### src/rtl/scan_latch_pkg.sv
package scan_latch_pkg;

    typedef enum logic [2:0] {
        S_IDLE     = 3'd0,
        S_SETUP    = 3'd1,
        S_CLK_LO   = 3'd2,
        S_CLK_HI   = 3'd3,
        S_RST_HI   = 3'd4,
        S_WAIT_CLR = 3'd5
    } tx_state_e;

endpackage

### src/rtl/level_sync.sv
module level_sync #(
    parameter int STAGES = 2
) (
    input  logic clk,
    input  logic rst_n,
    input  logic din,
    output logic dout
);
    logic [STAGES-1:0] chain_q;

    always_ff @(posedge clk or negedge rst_n) begin
        if (!rst_n) chain_q <= '0;
        else        chain_q <= {chain_q[STAGES-2:0], din};
    end

    assign dout = chain_q[STAGES-1];
endmodule

### src/rtl/scan_fifo.sv
module scan_fifo #(
    parameter int DEPTH = 16,
    parameter int W     = 8
) (
    input  logic         clk,
    input  logic         rst_n,
    input  logic         push,
    input  logic [W-1:0] din,
    input  logic         pop,
    output logic [W-1:0] dout,
    output logic         empty,
    output logic         full,
    output logic         overflow
);
    localparam int AW = (DEPTH > 1) ? $clog2(DEPTH) : 1;
    localparam int CW = $clog2(DEPTH + 1);

    logic [W-1:0]  mem [DEPTH];
    logic [AW-1:0] wr_ptr, rd_ptr;
    logic [CW-1:0] count;
    logic          do_push, do_pop, ovf_q;

    function automatic logic [AW-1:0] step(input logic [AW-1:0] p);
        return (p == AW'(DEPTH - 1)) ? '0 : p + AW'(1);
    endfunction

    assign full    = (count == CW'(DEPTH));
    assign empty   = (wr_ptr == rd_ptr) && !full;
    assign do_push = push && !full;
    assign do_pop  = pop && !empty;
    assign dout    = mem[rd_ptr];
    assign overflow = ovf_q;

    always_ff @(posedge clk) begin
        if (do_push) mem[wr_ptr] <= din;
    end

    always_ff @(posedge clk or negedge rst_n) begin
        if (!rst_n) begin
            wr_ptr <= '0;
            rd_ptr <= '0;
            count  <= '0;
            ovf_q  <= 1'b0;
        end else begin
            if (do_push) wr_ptr <= step(wr_ptr);
            if (do_pop)  rd_ptr <= step(rd_ptr);
            case ({do_push, do_pop})
                2'b10:   count <= count + CW'(1);
                2'b01:   count <= count - CW'(1);
                default: count <= count;
            endcase
            if (push && full) ovf_q <= 1'b1;
        end
    end

    // pops are only requested against a non-empty queue
    p_pop_nonempty_r8: assert property (@(posedge clk) disable iff (!rst_n)
        pop |-> !empty);

    // a write on a full queue without a pop leaves it full and flags it
    p_full_drop_r7: assert property (@(posedge clk) disable iff (!rst_n)
        (full && push && !pop) |=> (full && overflow));

    // overflow never clears outside reset
    p_overflow_sticky_r7: assert property (@(posedge clk) disable iff (!rst_n)
        overflow |=> overflow);
endmodule

### src/rtl/shift_tx.sv
module shift_tx
    import scan_latch_pkg::*;
#(
    parameter int W         = 8,
    parameter int PHASE_CYC = 3
) (
    input  logic         clk,
    input  logic         rst_n,
    input  logic         host_ready,
    input  logic         q_empty,
    input  logic [W-1:0] q_head,
    output logic         pop,
    output logic         ser_data,
    output logic         ser_clk,
    output logic         latch_rst
);
    localparam int PW = (PHASE_CYC > 1) ? $clog2(PHASE_CYC) : 1;
    localparam int BW = (W > 1) ? $clog2(W) : 1;

    tx_state_e     state_q, state_d;
    logic [W-1:0]  shreg;
    logic [BW-1:0] bitcnt;
    logic [PW-1:0] phase_cnt;
    logic          phase_done, last_bit, launch;

    assign phase_done = (phase_cnt == PW'(PHASE_CYC - 1));
    assign last_bit   = (bitcnt == BW'(W - 1));
    assign launch     = (state_q == S_IDLE) && host_ready && !q_empty;

    // state register
    always_ff @(posedge clk or negedge rst_n) begin
        if (!rst_n) state_q <= S_IDLE;
        else        state_q <= state_d;
    end

    // next state
    always_comb begin
        state_d = state_q;
        unique case (state_q)
            S_IDLE:     if (launch)     state_d = S_SETUP;
            S_SETUP:    if (phase_done) state_d = S_CLK_LO;
            S_CLK_LO:   if (phase_done) state_d = S_CLK_HI;
            S_CLK_HI:   if (phase_done) state_d = last_bit ? S_RST_HI : S_SETUP;
            S_RST_HI:   if (phase_done) state_d = S_WAIT_CLR;
            S_WAIT_CLR: if (!host_ready) state_d = S_IDLE;
            default:                    state_d = S_IDLE;
        endcase
    end

    // datapath registers
    always_ff @(posedge clk or negedge rst_n) begin
        if (!rst_n) begin
            shreg     <= '0;
            bitcnt    <= '0;
            phase_cnt <= '0;
        end else begin
            if (state_d != state_q) phase_cnt <= '0;
            else if (!phase_done)   phase_cnt <= phase_cnt + PW'(1);

            if (launch) begin
                shreg  <= q_head;
                bitcnt <= '0;
            end else if (state_q == S_CLK_HI && phase_done && !last_bit) begin
                shreg  <= {shreg[W-2:0], 1'b0};
                bitcnt <= bitcnt + BW'(1);
            end
        end
    end

    // outputs
    always_comb begin
        pop       = launch;
        ser_data  = shreg[W-1];
        ser_clk   = (state_q != S_CLK_LO);
        latch_rst = (state_q == S_RST_HI);
    end

    // data holds still through the whole low phase and its rising edge
    p_data_stable_low_r4: assert property (@(posedge clk) disable iff (!rst_n)
        !ser_clk |=> $stable(ser_data));

    // the latch pulse only starts after the final bit's high phase
    p_pulse_after_last_r5: assert property (@(posedge clk) disable iff (!rst_n)
        $rose(latch_rst) |-> ($past(state_q) == S_CLK_HI && last_bit));

    // shift clock stays high while the latch is being reset
    p_clk_high_in_pulse_r5: assert property (@(posedge clk) disable iff (!rst_n)
        latch_rst |-> ser_clk);

    // no return to idle while the latch still reads as set
    p_wait_for_clear_r6: assert property (@(posedge clk) disable iff (!rst_n)
        (state_q == S_WAIT_CLR && host_ready) |=> (state_q == S_WAIT_CLR));

    // the clock never falls while the host has not released the latch
    p_hold_when_busy_r2: assert property (@(posedge clk) disable iff (!rst_n)
        (state_q == S_IDLE && !host_ready) |=> ser_clk);
endmodule

### src/rtl/scan_latch_tx.sv
module scan_latch_tx #(
    parameter int DEPTH     = 16,
    parameter int PHASE_CYC = 3
) (
    input  logic       clk,
    input  logic       rst_n,
    input  logic       wr_valid,
    input  logic [7:0] wr_data,
    input  logic       latch_q,
    output logic       ser_data,
    output logic       ser_clk,
    output logic       latch_rst,
    output logic       overflow
);
    localparam int W = 8;

    logic         host_ready, q_empty, q_full, pop;
    logic [W-1:0] q_head;

    level_sync #(.STAGES(2)) u_sync (
        .clk  (clk),
        .rst_n(rst_n),
        .din  (latch_q),
        .dout (host_ready)
    );

    scan_fifo #(.DEPTH(DEPTH), .W(W)) u_fifo (
        .clk     (clk),
        .rst_n   (rst_n),
        .push    (wr_valid),
        .din     (wr_data),
        .pop     (pop),
        .dout    (q_head),
        .empty   (q_empty),
        .full    (q_full),
        .overflow(overflow)
    );

    shift_tx #(.W(W), .PHASE_CYC(PHASE_CYC)) u_tx (
        .clk       (clk),
        .rst_n     (rst_n),
        .host_ready(host_ready),
        .q_empty   (q_empty),
        .q_head    (q_head),
        .pop       (pop),
        .ser_data  (ser_data),
        .ser_clk   (ser_clk),
        .latch_rst (latch_rst)
    );

    // idle output levels right after reset
    p_reset_levels_r1: assert property (@(posedge clk) disable iff (!rst_n)
        $rose(rst_n) |-> (ser_clk && !latch_rst && !overflow));

    // a full queue raises overflow on any write attempt
    p_full_write_flags_r7: assert property (@(posedge clk) disable iff (!rst_n)
        (q_full && wr_valid) |=> overflow);
endmodule

### config.mk
export PLATFORM = sky130hd
export DESIGN_NAME = scan_latch_tx
export DESIGN_NICKNAME = d
export VERILOG_FILES = /design/src/rtl/scan_latch_pkg.sv /design/src/rtl/level_sync.sv /design/src/rtl/scan_fifo.sv /design/src/rtl/shift_tx.sv /design/src/rtl/scan_latch_tx.sv
export SDC_FILE = /design/constraint.sdc
export NUM_CORES = 1
export LEC_CHECK = 0
export BUFFER_PORTS_ARGS = -buffer_cell sky130_fd_sc_hd__buf_2
export CORE_MARGIN = 1
export CORE_UTILIZATION = 50
export CTS_BUF_LIST = sky130_fd_sc_hd__clkbuf_4
export DETAILED_ROUTE_END_ITERATION = 10
export PLACE_DENSITY = 0.69
export SLEW_MARGIN = 5
export SYNTH_ARGS = -nofsm -noshare
export SYNTH_HDL_FRONTEND = slang
export SYNTH_SLANG_ARGS = --single-unit
export TNS_END_PERCENT = 100
### constraint.sdc
create_clock -name clk -period 2.8 [get_ports clk]
set_input_delay 0.28 -clock clk [delete_from_list [all_inputs] [get_ports clk]]
set_output_delay 0.28 -clock clk [all_outputs]
set_load 0.005 [all_outputs]
==> flow_summary.yaml <==
clock_tree:
  clock-root-buffer: "sky130_fd_sc_hd__clkbuf_4"
  clock_tree.buffer_depth: 2
  tritoncts.num_buffers: 17
  cts_tree: "built"
  clk_pin_slew_ns: 0.12
  h-tree-depth: 4
  clock_sink_count: 160
  clock_insertion_delay_worst_skew_ns: 0.54
synth:
  yosys.area.top_type_share_pct: 57.9
  syn-mean-instance-area_um2: 17.1
  postSynth.asyncResetShare_pct: 20.0
  synthesis.area_um2: 6630
  yosys.area.top_type: "sky130_fd_sc_hd__edfxtp_1"
  postSynthRegisterBits: 160
  synth_nets: 413
  synth_cell_type_count: 45
  synth_enable_flop_cells: 128
  yosys-top-cells-count: "sky130_fd_sc_hd__edfxtp_1 (128), sky130_fd_sc_hd__dfrtp_1 (32), sky130_fd_sc_hd__mux4_2 (32), sky130_fd_sc_hd__nor2_1 (27), sky130_fd_sc_hd__nand2_1 (20)"
  netlist_instances: 388
  dominantRegCellSynth: "sky130_fd_sc_hd__edfxtp_1"
  synth.yosys.seq_area_share_pct: 70.0
  synth_area_leaders: "sky130_fd_sc_hd__edfxtp_1 (58%), sky130_fd_sc_hd__dfrtp_1 (12%), sky130_fd_sc_hd__mux4_2 (11%)"
  synth.most_common_cell: "sky130_fd_sc_hd__edfxtp_1"
  ys_warn_count: 0
sta:
  slew-limit-headroom_pct: 45.2
  tns_ns: 0
  fin_worst_hold_slack_ns: 0.104
  fmax_mhz: 378
  tightestPinTransition_ns: 0.815
  min_period_over_period_pct: 94.4
  finalHoldViolCount: 0
  post-route-worst-setup-slack_ns: 0.156
  finalClockSkew_ns: 0.0185
  period_minus_slack_ns: 2.64
  finalSetupViolCount: 0
  maxSlewViolCount: 0
job:
  cap_viol_max_count: 0
critical_path:
  worst-endpoint-required_ns: 3.26
  crit-reg2reg-capture: "u_fifo.count[4]"
  path_delay_family: "simple AND/OR/NAND/NOR gates"
  crit_path_cell_trace: "nor4_2 > and2_4 > o21ai_2 > inv_2 > ha_2 > inv_1 > fa_1 > nor2b_1 > o21ai_0 > and3_1 > nor3_2 > xor2_1"
  worstReg2RegStart: "u_fifo.count[2]"
  worstSetupEndpointType: "register"
  minimum_setup_slack_among_reg_to_reg_paths_ns: 0.16
  timing_worst_setup_path_type: "reg2reg"
  worstPathArrival_ns: 3.10
  timing.critical_path.fanout_max: 4
  ff2ff_path_depth: 12
  timing.critical_path.slowest_stage_cell: "sky130_fd_sc_hd__dfrtp_1"
  cp_num_buf_inv: 2
  cpPeakStageDelay_ns: 0.42
  worstSetupStartpointType: "register"
grt:
  grt_first_pass_wirelength_um: 18800
  number_of_antenna_violations_at_the_first_check_in_global_routing: 0
  grt_max_degree: 37
  grt_usage_pct: 19.9
  globalRoute.totalOverflow: 0
  via_count_of_the_first_global_routing_pass: 3390
die:
  row_count: 41
  coreArea_um2: 12800
  start_util_pct: 51.9
  die_w_um: 117
  boundaryPins: 16
  die_area_um2: 13700
  dieHeight_um: 117
detailed_routing:
  avgViaCountPerCell: 5.51
  total_routed_length_um: 12300
  detailed_route_iter0_violations: 213
  drt_drc_violations_left: 0
  routed-via-count: 3397
  antenna_violating_nets_post_route: 0
  first_pass_detailed_route_iteration_total: 5
  wire_per_inst_um: 20.0
placed_design:
  final_estimated_routing_congestion_in_global_placement: 0.783
  port_buffers: 15
  dpl.hpwl_um: 7870
  post-place-ws_ns: 0.0285
  numPlacedInstances: 579
final_layout:
  utilization_pct: 57.0
  share_of_post_route_cells_with_drive_strength_above_1_pct: 25.7
  layout.cells.non_filler: 616
  diodes_inserted: 0
  fillCellCount: 989
  nets: 456
  flow.area_growth_from_synthesis_pct: 9.81
worst_hold_path:
  hold_class: "in2reg"
  worstHoldStart: "wr_data[7]"
  holdPathStages: 1
  whs_endpoint: "u_fifo.mem[6][7]"
power_and_ir_drop:
  power_density_nw_per_um2: 894
  static_leakage_uw: 0.00256
  ir_worst_vdd_mv: 0.413
status:
  status: "complete, no violations"
sequential cells by signal (all words and copies together) (netlist names), 2 cells and up:
name	flops
u_fifo.mem	128
u_tx.shreg	8
u_fifo.count	5
u_fifo.rd_ptr	4
u_fifo.wr_ptr	4
u_tx.bitcnt	3
u_tx.state_q	3
u_sync.chain_q	2
u_tx.phase_cnt	2
how the worst max path moves through the flow:
stage | endpoint | cells after the start | slack, ns | start
after floorplan | u_fifo.count[4] | 13 | 0.13 | u_fifo.count[1]
after global placement | u_fifo.count[4] | 12 | 0.14 | u_fifo.count[1]
after detailed placement | u_fifo.count[4] | 12 | 0.03 | u_fifo.count[1]
after CTS | u_fifo.count[4] | 12 | 0.02 | u_fifo.count[1]
after global routing | u_fifo.count[4] | 12 | -0.06 | u_fifo.count[2]
final | u_fifo.count[4] | 12 | 0.16 | u_fifo.count[2]
layer usage:
| metal | track usage [%] | wire (µm) | up-vias |
|---|---|---|---|
| li1 | - | - | 1584 |
| met1 | 27.5 | 5530 | 1723 |
| met2 | 30.9 | 6080 | 81 |
| met3 | 5.30 | 573 | 9 |
| met4 | 6.50 | 128 | 0 |
| met5 | 0 | 0 | - |
layout by cell type (no fill, tap or decap), types with 6 or more instances in the layout:
master                     instances
sky130_fd_sc_hd__a21oi_1          11
sky130_fd_sc_hd__a22oi_1          14
sky130_fd_sc_hd__buf_2            15
sky130_fd_sc_hd__buf_4            27
sky130_fd_sc_hd__clkbuf_4         23
sky130_fd_sc_hd__dfrtp_1          31
sky130_fd_sc_hd__edfxtp_1        128
sky130_fd_sc_hd__ha_1             11
sky130_fd_sc_hd__inv_1             9
sky130_fd_sc_hd__mux2i_1          10
sky130_fd_sc_hd__mux4_2           32
sky130_fd_sc_hd__nand2_1          20
sky130_fd_sc_hd__nor2_1           27
sky130_fd_sc_hd__nor3_1            6
sky130_fd_sc_hd__o21ai_0           9
sky130_fd_sc_hd__xnor2_1           7
sky130_fd_sc_hd__xor2_1            6
what timing repair did:
action                                 in CTS  in global routing
endpoints found under the hold margin      34                  0
hold buffers                                3                  0
buffers inserted                            0                  2
setup endpoints to repair                   0                  1
gates resized for setup                     0                  4
final cells by class:
cell class                 instances  area, µm²  share of cell area (%)
sequential                       160       4650                    63.8
multi-input combinational        197       1840                    25.2
clock inverter                     9       67.6                   0.928
clock buffer                      23        173                    2.37
tap                              172        215                    2.95
inverter                          10       37.5                   0.515
timing repair buffer              45        308                    4.23
metrics by stage:
stage | power [µW] | cell area [µm²]
after floorplan | 4790 | 6630
after global placement | 5270 | 6980
after detailed placement | 5340 | 6980
after CTS | 6530 | 7250
after global routing | 6910 | 7280
final | 6510 | 7280
power by group:
group	total [µW]	internal, µW	switching, µW
Sequential	3150	2950	203
Clock	1200	484	715
Combinational	2160	994	1170
Total	6510	4420	2090
kinds of logic after synthesis:
logic type	share of synthesized area [%]
flip-flops	70.0
AND/OR/NAND/NOR	5.64
XOR/XNOR	1.72
multiplexers	12.7
buffers and inverters	2.53
AO/OA/AOI/OAI	4.83
adder cells (fa/ha/maj)	2.57
worst reg2reg max path: cells and delay by family (launching register included):
kind	cells	cell delay, ns
compound gates	2	0.18
xor+xnor	1	0.15
simple gates	5	1.00
flops	1	0.42
fa+ha+maj	2	0.64
buf+inv	2	0.19
(Power assumes the default switching activity.)
